### config.mk
export PLATFORM = sky130hd
export DESIGN_NAME = fuse_shadow_loader
export DESIGN_NICKNAME = d
export VERILOG_FILES = /design/src/rtl/fsc_pkg.sv /design/src/rtl/fsc_sequencer.sv /design/src/rtl/fsc_shadow_bank.sv /design/src/rtl/fsc_tbit_flags.sv /design/src/rtl/fuse_shadow_loader.sv
export SDC_FILE = /design/constraint.sdc
export NUM_CORES = 2
export LEC_CHECK = 0
export BUFFER_PORTS_ARGS = -buffer_cell sky130_fd_sc_hd__buf_2
export CAP_MARGIN = 20
export CORE_MARGIN = 3
export CORE_UTILIZATION = 60
export CTS_CLUSTER_SIZE = 8
export DETAILED_ROUTE_END_ITERATION = 10
export PLACE_DENSITY = 0.84
export SYNTH_ARGS = -nofsm -noshare
export SYNTH_HDL_FRONTEND = slang
export SYNTH_SLANG_ARGS = --single-unit
### constraint.sdc
create_clock -name clk -period 12.49 [get_ports clk]
set_input_delay 1.8735 -clock clk [delete_from_list [all_inputs] [get_ports clk]]
set_output_delay 1.8735 -clock clk [all_outputs]
set_load 0.01 [all_outputs]
### src/rtl/fsc_pkg.sv
`timescale 1ns/1ps
// Shared constants and row-to-slot mapping for the fuse shadow cache loader.
// Assumes a 32-bit fuse row and 64 rows per array.
package fsc_pkg;
    localparam int WORD_W     = 32;
    localparam int ROW_W      = 6;
    localparam int ARR_W      = 2;
    localparam int SLOT_W     = 6;
    localparam int SLOT_N     = 42;
    localparam int STEP_W     = 7;
    localparam int LOAD_STEPS = (1 << ROW_W) + 2;
    localparam int MISC_KEEP  = 17;
    localparam int TBIT_LSB   = 28;
    localparam int TBIT_W     = 4;
    localparam int TBIT_N     = 3;
    localparam logic [SLOT_W-1:0] TRIG_ADDR = SLOT_W'(63);

    typedef struct packed {
        logic              hit;
        logic [SLOT_W-1:0] slot;
    } slot_sel_t;

    // Which shadow slot (if any) receives a given array/row.
    function automatic slot_sel_t row_slot(input logic [ARR_W-1:0] arr,
                                           input logic [ROW_W-1:0] row);
        slot_sel_t s;
        s.hit  = 1'b1;
        s.slot = '0;
        if (arr != '0)                                s.hit  = 1'b0;
        else if (row == 6'd22)                        s.slot = 6'd0;
        else if (row == 6'd16)                        s.slot = 6'd1;
        else if (row == 6'd20)                        s.slot = 6'd2;
        else if (row == 6'd21)                        s.slot = 6'd3;
        else if (row == 6'd17)                        s.slot = 6'd8;
        else if (row == 6'd23)                        s.slot = 6'd17;
        else if (row >= 6'd3 && row <= 6'd15 && row != 6'd7) s.slot = row + 6'd1;
        else if (row >= 6'd40)                        s.slot = row - 6'd22;
        else                                          s.hit  = 1'b0;
        return s;
    endfunction

    // Bits kept when a row is stored into a slot.
    function automatic logic [WORD_W-1:0] slot_keep(input logic [SLOT_W-1:0] slot);
        if (slot == 6'd1) return WORD_W'((64'd1 << MISC_KEEP) - 64'd1);
        return '1;
    endfunction
endpackage

### src/rtl/fsc_sequencer.sv
`timescale 1ns/1ps
// Walks the fuse array one row per clock: array 0 rows ascending, then
// row 0 of the two extra arrays. Data returns one cycle after a request;
// the write stage is the registered request. Starts itself out of reset.
module fsc_sequencer #(
    parameter int STEP_W     = fsc_pkg::STEP_W,
    parameter int ROW_W      = fsc_pkg::ROW_W,
    parameter int ARR_W      = fsc_pkg::ARR_W,
    parameter int LOAD_STEPS = fsc_pkg::LOAD_STEPS
) (
    input  logic             clk,
    input  logic             rst_n,
    input  logic             start_req,
    output logic             launch,
    output logic             rd_en,
    output logic [ARR_W-1:0] rd_arr,
    output logic [ROW_W-1:0] rd_row,
    output logic             wr_en,
    output logic [ARR_W-1:0] wr_arr,
    output logic [ROW_W-1:0] wr_row,
    output logic             last_wr,
    output logic             busy
);
    localparam logic [STEP_W-1:0] LAST = STEP_W'(LOAD_STEPS - 1);
    localparam logic [STEP_W-1:0] ROWS = STEP_W'(1 << ROW_W);

    logic              run, pend, past_ok;
    logic [STEP_W-1:0] step, pend_step;

    function automatic logic [ARR_W+ROW_W-1:0] step_addr(input logic [STEP_W-1:0] s);
        logic [STEP_W-1:0] extra;
        extra = s - ROWS;
        if (s < ROWS) return {ARR_W'(0), s[ROW_W-1:0]};
        return {ARR_W'(extra + STEP_W'(2)), ROW_W'(0)};
    endfunction

    assign launch  = start_req && !run;
    assign rd_en   = run;
    assign {rd_arr, rd_row} = step_addr(step);
    assign wr_en   = pend;
    assign {wr_arr, wr_row} = step_addr(pend_step);
    assign last_wr = pend && (pend_step == LAST);
    assign busy    = run || pend;

    // Request counter and one-deep write stage.
    always_ff @(posedge clk) begin
        if (!rst_n) begin
            run       <= 1'b1;
            step      <= '0;
            pend      <= 1'b0;
            pend_step <= '0;
        end else begin
            pend      <= run;
            pend_step <= step;
            if (run) begin
                if (step == LAST) run <= 1'b0;
                step <= step + 1'b1;
            end else if (launch) begin
                run  <= 1'b1;
                step <= '0;
            end
        end
    end

    // Marks cycles whose $past values come from after reset.
    always_ff @(posedge clk) begin
        if (!rst_n) past_ok <= 1'b0;
        else        past_ok <= 1'b1;
    end

    assert_row_ascend_R2: assert property (@(posedge clk) disable iff (!rst_n || !past_ok)
        (rd_en && $past(rd_en) && $past(rd_arr) == '0 && $past(rd_row) != '1)
        |-> (rd_arr == '0 && rd_row == $past(rd_row) + 1'b1));

    assert_write_follows_R2: assert property (@(posedge clk) disable iff (!rst_n || !past_ok)
        wr_en |-> ($past(rd_en) && wr_row == $past(rd_row) && wr_arr == $past(rd_arr)));
endmodule

### src/rtl/fsc_shadow_bank.sv
`timescale 1ns/1ps
// Shadow slot storage. Only the loader writes; each write replaces the
// whole slot under its keep mask. Reads are combinational.
module fsc_shadow_bank #(
    parameter int WORD_W = fsc_pkg::WORD_W,
    parameter int SLOT_W = fsc_pkg::SLOT_W,
    parameter int SLOT_N = fsc_pkg::SLOT_N
) (
    input  logic              clk,
    input  logic              rst_n,
    input  logic              wr_en,
    input  logic [SLOT_W-1:0] wr_slot,
    input  logic [WORD_W-1:0] wr_data,
    input  logic [SLOT_W-1:0] rd_addr,
    output logic [WORD_W-1:0] rd_data
);
    logic [WORD_W-1:0] words [SLOT_N];
    logic              past_ok;

    for (genvar g = 0; g < SLOT_N; g++) begin : g_slot
        localparam logic [SLOT_W-1:0] IDX  = SLOT_W'(g);
        localparam logic [WORD_W-1:0] KEEP = fsc_pkg::slot_keep(IDX);

        // Replace this slot when the loader targets it.
        always_ff @(posedge clk) begin
            if (!rst_n)                        words[g] <= '0;
            else if (wr_en && wr_slot == IDX)  words[g] <= wr_data & KEEP;
        end

        assert_slot_hold_R8: assert property (@(posedge clk) disable iff (!rst_n || !past_ok)
            !$past(wr_en && wr_slot == IDX) |-> $stable(words[g]));
    end

    // Read mux; addresses past the last slot read zero.
    always_comb begin
        rd_data = '0;
        if (rd_addr < SLOT_W'(SLOT_N)) rd_data = words[rd_addr];
    end

    // Marks cycles whose $past values come from after reset.
    always_ff @(posedge clk) begin
        if (!rst_n) past_ok <= 1'b0;
        else        past_ok <= 1'b1;
    end
endmodule

### src/rtl/fsc_tbit_flags.sv
`timescale 1ns/1ps
// Test-bit flags: one per checked array, set when the test nibble of
// row 0 is all zero. Updated only when the loader writes that row.
module fsc_tbit_flags #(
    parameter int ARR_W  = fsc_pkg::ARR_W,
    parameter int ROW_W  = fsc_pkg::ROW_W,
    parameter int TBIT_W = fsc_pkg::TBIT_W,
    parameter int TBIT_N = fsc_pkg::TBIT_N
) (
    input  logic              clk,
    input  logic              rst_n,
    input  logic              wr_en,
    input  logic [ARR_W-1:0]  wr_arr,
    input  logic [ROW_W-1:0]  wr_row,
    input  logic [TBIT_W-1:0] nibble,
    output logic [TBIT_N-1:0] ok
);
    localparam logic [ARR_W-1:0] SEL [3] = '{ARR_W'(0), ARR_W'(2), ARR_W'(3)};
    logic past_ok;

    for (genvar g = 0; g < TBIT_N; g++) begin : g_flag
        // Refresh this flag when row 0 of its array passes by.
        always_ff @(posedge clk) begin
            if (!rst_n) ok[g] <= 1'b0;
            else if (wr_en && wr_row == '0 && wr_arr == SEL[g]) ok[g] <= (nibble == '0);
        end
    end

    // Marks cycles whose $past values come from after reset.
    always_ff @(posedge clk) begin
        if (!rst_n) past_ok <= 1'b0;
        else        past_ok <= 1'b1;
    end

    assert_flag_hold_R9: assert property (@(posedge clk) disable iff (!rst_n || !past_ok)
        !$past(wr_en) |-> $stable(ok));
endmodule

### src/rtl/fuse_shadow_loader.sv
`timescale 1ns/1ps
// Fuse shadow cache loader top. Decodes the bus trigger, routes loaded
// rows to slots and test-bit flags, and keeps the cache-done flag.
// Assumes the fuse port returns data one cycle after each request.
module fuse_shadow_loader (
    input  logic        clk,
    input  logic        rst_n,
    input  logic        bus_wr_en,
    input  logic [5:0]  bus_wr_addr,
    input  logic [31:0] bus_wr_data,
    input  logic [5:0]  bus_rd_addr,
    output logic [31:0] bus_rd_data,
    output logic        fuse_rd_en,
    output logic [1:0]  fuse_rd_arr,
    output logic [5:0]  fuse_rd_row,
    input  logic [31:0] fuse_rd_data,
    output logic        load_busy,
    output logic        cache_done,
    output logic [2:0]  tbit_ok
);
    import fsc_pkg::*;

    logic             trig, launch, wr_en, last_wr, past_ok;
    logic [ARR_W-1:0] wr_arr;
    logic [ROW_W-1:0] wr_row;
    slot_sel_t        sel;
    logic [30:0]      unused_wdata;

    assign trig         = bus_wr_en && bus_wr_addr == TRIG_ADDR && bus_wr_data[0];
    assign unused_wdata = bus_wr_data[31:1];
    assign sel          = row_slot(wr_arr, wr_row);

    fsc_sequencer i_seq (
        .clk(clk), .rst_n(rst_n), .start_req(trig), .launch(launch),
        .rd_en(fuse_rd_en), .rd_arr(fuse_rd_arr), .rd_row(fuse_rd_row),
        .wr_en(wr_en), .wr_arr(wr_arr), .wr_row(wr_row),
        .last_wr(last_wr), .busy(load_busy)
    );

    fsc_shadow_bank i_bank (
        .clk(clk), .rst_n(rst_n), .wr_en(wr_en && sel.hit), .wr_slot(sel.slot),
        .wr_data(fuse_rd_data), .rd_addr(bus_rd_addr), .rd_data(bus_rd_data)
    );

    fsc_tbit_flags i_tbit (
        .clk(clk), .rst_n(rst_n), .wr_en(wr_en), .wr_arr(wr_arr), .wr_row(wr_row),
        .nibble(fuse_rd_data[TBIT_LSB +: TBIT_W]), .ok(tbit_ok)
    );

    // Cache-done: a new start wins over completion in the same cycle.
    always_ff @(posedge clk) begin
        if (!rst_n)       cache_done <= 1'b0;
        else if (launch)  cache_done <= 1'b0;
        else if (last_wr) cache_done <= 1'b1;
    end

    // Marks cycles whose $past values come from after reset.
    always_ff @(posedge clk) begin
        if (!rst_n) past_ok <= 1'b0;
        else        past_ok <= 1'b1;
    end

    assert_done_rise_R4: assert property (@(posedge clk) disable iff (!rst_n || !past_ok)
        $rose(cache_done) |-> ($past(load_busy) && !load_busy));

    assert_done_fall_R4: assert property (@(posedge clk) disable iff (!rst_n || !past_ok)
        $fell(cache_done) |-> (load_busy && fuse_rd_en && fuse_rd_row == '0));

    assert_busy_done_R4: assert property (@(posedge clk) disable iff (!rst_n || !past_ok)
        fuse_rd_en |-> !cache_done);
endmodule

After elaboration in Yosys (flattened, before gate mapping)
Memory sizes are Yosys's and may differ from the RTL's.
Cells that the tools add are included.
- input bits: 79
- memory bits (writable): 1344
- bits in read-only memories: 0
- memories kept: 1
- flip-flop bits (word level): 20
- bits in latches: 0
- memory list (name ; words ; width ; rd ports ; clocked after memory_dff ; write ports ; line ; RTL):
    i_bank.words ; 42 ; 32 ; 1 ; 0 ; 42 ; fsc_shadow_bank.sv:17 ; logic [WORD_W-1:0] words [SLOT_N];
- bitwise gates (word level): 43
- reduce and logical (&&, ||, !) cells: 62
- order comparisons: 6
- div/mod/pow operators: 0
- eq/ne operators: 53
- shift operators: 0
- muxes and demuxes: 199
- $mul: 0
- $add $sub $neg: 7
- operator list (kind ; count):
    32-bit 2-to-1 mux ; 43
    1-bit 2-to-1 mux ; 141
    6-bit by 5-bit equality test with 1-bit output (second input constant) ; 22
    6-bit equality test (second input constant) ; 11
    6-bit 2-to-1 mux ; 9
    1-bit logical AND ; 53
    6-bit by 4-bit equality test with 1-bit output (second input constant) ; 8
    1-bit bitwise OR ; 42
    8-bit 2-to-1 mux ; 4
    6-bit by 3-bit equality test with 1-bit output (second input constant) ; 4
    7-bit equality test (second input constant) ; 2
    7-bit < comparator (second input constant) ; 2
    7-bit 2-to-1 mux ; 2
    6-bit by 2-bit equality test with 1-bit output (second input constant) ; 2
    6-bit logical NOT ; 2
    7-bit by 1-bit adder with 7-bit output (second input constant) ; 1
    6-bit by 1-bit adder with 6-bit output (second input constant) ; 1
    6-bit by 1-bit equality test with 1-bit output (second input constant) ; 1
    6-bit by 2-bit greater-or-equal comparator with 1-bit output (second input constant) ; 1
    6-bit greater-or-equal comparator (second input constant) ; 1
    6-bit by 4-bit less-or-equal comparator with 1-bit output (second input constant) ; 1
    6-bit < comparator (second input constant) ; 1
    6-bit by 3-bit != test with 1-bit output (second input constant) ; 1
    6-bit by 5-bit subtractor with 6-bit output (second input constant) ; 1
    other kinds (10) ; 14

Longest topological paths before layout
- depth after elaboration: 20
- depth in mapped cells: 13

By module
A second synthesis with hierarchy kept.
- cells, all modules: 4414
- area, all modules: 62591.3 µm²
- by module, submodules not included (module ; sequential area each (µm²) ; instances ; area an instance (µm²) ; cells an instance):
    fsc_shadow_bank ; 39908.3 ; 1 ; 61213.7 ; 4247
    fsc_sequencer ; 320.3 ; 1 ; 729.4 ; 79
    fuse_shadow_loader ; 20.0 ; 1 ; 476.7 ; 71
    fsc_tbit_flags ; 60.1 ; 1 ; 171.4 ; 17

Least setup slack after synthesis
No wires, ideal clock.
- kind: input-to-output
- start: in bus_rd_addr[0]
- end: out bus_rd_data[0]
- required time: 10.616 ns
- setup slack: 6.419 ns
- data arrival time: 4.198 ns
- stages: 7
- buffers on the path: 3
- cell sequence: clkbuf_1 > clkbuf_1 > buf_1 > mux4_2 > mux4_2 > o21ai_0 > o21ai_0
- word-level cells in the longest chain between the ends: 2
- elaborated cells on any way between the ends: 3
- those cells by class: 1 x order compare; 1 x mux; 1 x memory
- ends and longest elaborated chain (item ; line ; RTL):
    start: declaration ; fuse_shadow_loader.sv:11 ; input logic [5:0] bus_rd_addr,
    memory 42 x 32 bit or 6-bit < comparator (tied branches) ; n/a ;
    32-bit 2-to-1 mux (*) ; fsc_shadow_bank.sv:37 ; if (rd_addr < SLOT_W'(SLOT_N)) rd_data = words[rd_addr];
    end: declaration ; fuse_shadow_loader.sv:12 ; output logic [31:0] bus_rd_data,
Every way passes the cells marked *; elsewhere a longest branch is shown, timed or not.

Final worst setup path
- start: in bus_rd_addr[0]
- end: out bus_rd_data[21]
The elaborated chain is that of the path after synthesis.

==> run_results.csv <==
group,metric,value,unit
logic_synthesis,synth_edf_count,1329,
sta,slew_headroom,20.6,%
cells_and_area,syn_to_final_growth,11.3,%
clock_network,clk_path_buf_depth,3,
min_path,hold_class,"flop to flop",
cells_and_area,drive_gt1_share,22.5,%
route,wl_met2,82.8,mm
sta,setup_viol,0,
floorplan,dieArea,107000,µm²
global_route,grt_overflow,0,
placement,dp_hpwl,95.9,mm
logic_synthesis,synth-async-reset-ratio,0,%
critical_path,critPathKind,"input port to output pin",
sta,slew_viol_final,0,
clock_network,clock_latency,0.78,ns
global_route,grt_usage,33.3,%
route,drc_errors,0,
route,firstDrtPassIters,6,
critical_path,crit_arrival,5.58,ns
power,cellLeakagePower,25.3,nW
logic_synthesis,yosysTopAreaCellShare,64.3,%
placement,gp_congestion,0.897,
cells_and_area,postLayoutCellArea,69100,µm²
logic_synthesis,yosysWarnings,0,
logic_synthesis,yosys_register_bits,1349,
global_route,first_global_vias,39800,
sta,period_share,59.7,%
clock_network,cts.clk_slew.worst_paths,0.05,ns
min_path,min_from,"cache_done",
critical_path,regToRegStartpoint,"i_seq.pend_step[6]",
power,p_total,10.5,mW
route,routed_via_density,7.05,
critical_path,crit_path_end_kind,"output pin",
power,ir_worst_vdd,122,µV
cells_and_area,final_core_util,67.6,%
logic_synthesis,syn_area_per_cell,15.1,µm²
logic_synthesis,synthDistinctLibCells,75,
logic_synthesis,syn-instance-count,4103,
placement,dpl_cell_area,64000,µm²
logic_synthesis,synthTopCellsByArea,"edfxtp_1 64%, mux4_2 12%, and2_1 8.8%",
logic_synthesis,synth_top_area_cell,"edfxtp_1",
clock_network,cts_resized,0,
route,wl_per_cell,32.2,µm
cells_and_area,mostFrequentLayoutCell,"edfxtp_1",
floorplan,core_area,102000,µm²
route,ant_nets,0,
sta,fin_crit,7.46,ns
critical_path,critPathMaxFanout,69,
clock_network,post_cts.repair.setup_buffers,0,
route,highest_layer,"met5",
global_route,grt_pass1_wl,260,mm
status,status,"finished, final reports clean",
route,drt-initial-drc-count,6247,
placement,dp_worst_setup_slack,5.04,ns
cells_and_area,nets,4173,
route,drt-total-wl,177,mm
sta,rsz0062_at_grt,"false",
cells_and_area,fin_cells,5486,
global_route,grt_max_degree,114,
logic_synthesis,syn_nets,4187,
floorplan,rows,117,
placement,port_buffers,93,
critical_path,worstSetupStartpointType,"input port",
route,vias,38700,
sta,setup_tns,0,ns
clock_network,tritoncts,"yes",
power,powerDensity,151,nW/µm²
logic_synthesis,ys.flop_type,"edfxtp_1",
clock_network,hold_buffers,0,
floorplan,die_w,328,µm
clock_network,cts_root_buf,"clkbuf_16",
route,m1WireLength,57.1,mm
logic_synthesis,synthesis.area,62100,µm²
route,met3_length,25.7,mm
cells_and_area,final_cell_mix,"1329 x edfxtp_1, 877 x and2_1, 337 x mux4_2",
placement,placedCellCount,5267,
sta,fin_skew,0.0262,ns
clock_network,htree_levels,4,
sta,setup_slack,5.03,ns
floorplan,initial_core_util,60.7,%
clock_network,numClockSinks,1349,
sta,worst_pin_slew,1.19,ns
critical_path,critPathRequiredTime,10.62,ns
global_route,antenna_found_initial,14,
floorplan,boundaryPins,125,
floorplan,die_h,328,µm
sta,max_freq,0.134,GHz
job,max-cap-violations,0,
critical_path,crit_start,"bus_rd_addr[0]",
sta,holdWs,0.476,ns
clock_network,cts_made_buffers,187,
logic_synthesis,synth.yosys.seq_area_share,64.9,%
sta,hold_violations,0,
[registers in the layout, summed over array words and instances, names as in the netlist]
register         count
i_seq.rd_en          1
cache_done           1
i_seq.step           7
i_tbit.ok            3
i_bank.words      1329
i_seq.wr_en          1
i_seq.pend_step      7
[final timing paths]
| check | cells past startpoint | endpoint | slack, ns |
|---|---|---|---|
| setup / recovery | 8 | bus_rd_data[21] | 5.03 |
| hold / removal | 2 | cache_done | 0.48 |
| setup reg to reg | 9 | i_bank.words[22][18] | 7.74 |
| hold reg to reg | 2 | cache_done | 0.48 |
[layer usage]
| metal | up-vias | GRT usage, % |
|---|---|---|
| li1 | 15100 | - |
| met1 | 19100 | 43.1 |
| met2 | 3558 | 51.6 |
| met3 | 812 | 8.48 |
| met4 | 12 | 19.6 |
| met5 | - | 0 |
[report_power, final]
part / switching (mW) / leakage, nW / internal, mW / total, mW
Clock: 1.81 / 2.46 / 2.70 / 4.50
Sequential: 0.0539 / 13.9 / 5.13 / 5.18
Combinational: 0.518 / 9.00 / 0.256 / 0.774
[kinds of logic after synthesis]
group | Yosys count | share of synthesized area [%]
adders and majority gates | 5 | 0.101
DFF | 1349 | 64.9
and+or+nand+nor | 1621 | 15.0
buffers and inverters | 406 | 2.79
AOI/OAI and AO/OA | 237 | 2.40
muxes | 482 | 14.7
xor gates and xnor gates | 3 | 0.0423
[Yosys cell counts, types with 3 or more instances]
cell,number
o22ai_1,32
mux2_2,79
nor4_1,4
nand2_1,140
nor2b_1,8
o31a_1,3
nor4_4,11
nor3_2,10
clkbuf_2,8
ha_1,5
buf_2,61
edfxtp_1,1329
nand3_1,14
mux4_2,337
o31ai_1,7
or3_1,8
and2_1,877
nor3_1,5
nand4_1,3
buf_6,11
or2_2,7
mux2i_1,66
clkbuf_1,279
o21ai_1,3
nor2_1,326
a21oi_1,27
and4_1,13
buf_1,24
dfxtp_1,20
nand2b_1,6
nor4_2,9
buf_4,11
and3_1,163
o32ai_1,16
inv_1,10
o21ai_0,119
[worst max-delay path, stage by stage]
cell,delay [ns]
buf_8,0.53
buf_4,0.58
buf_4,0.53
mux4_2,0.57
mux2_2,0.27
o21ai_0,0.57
o32ai_1,0.34
buf_2,0.24
[final cells by class]
| cell class | instances | area, µm² |
|---|---|---|
| Sequential cell | 1349 | 40300 |
| Fill cell | 6300 | 33100 |
| Multi-Input combinational cell | 2348 | 20700 |
| Clock buffer | 202 | 4840 |
| Tap cell | 1368 | 1710 |
| Timing Repair Buffer | 191 | 1260 |
| Clock inverter | 11 | 188 |
| Inverter | 12 | 45.0 |
| Antenna cell | 5 | 12.5 |
Note: power is estimated with default switching activity, not from simulation.
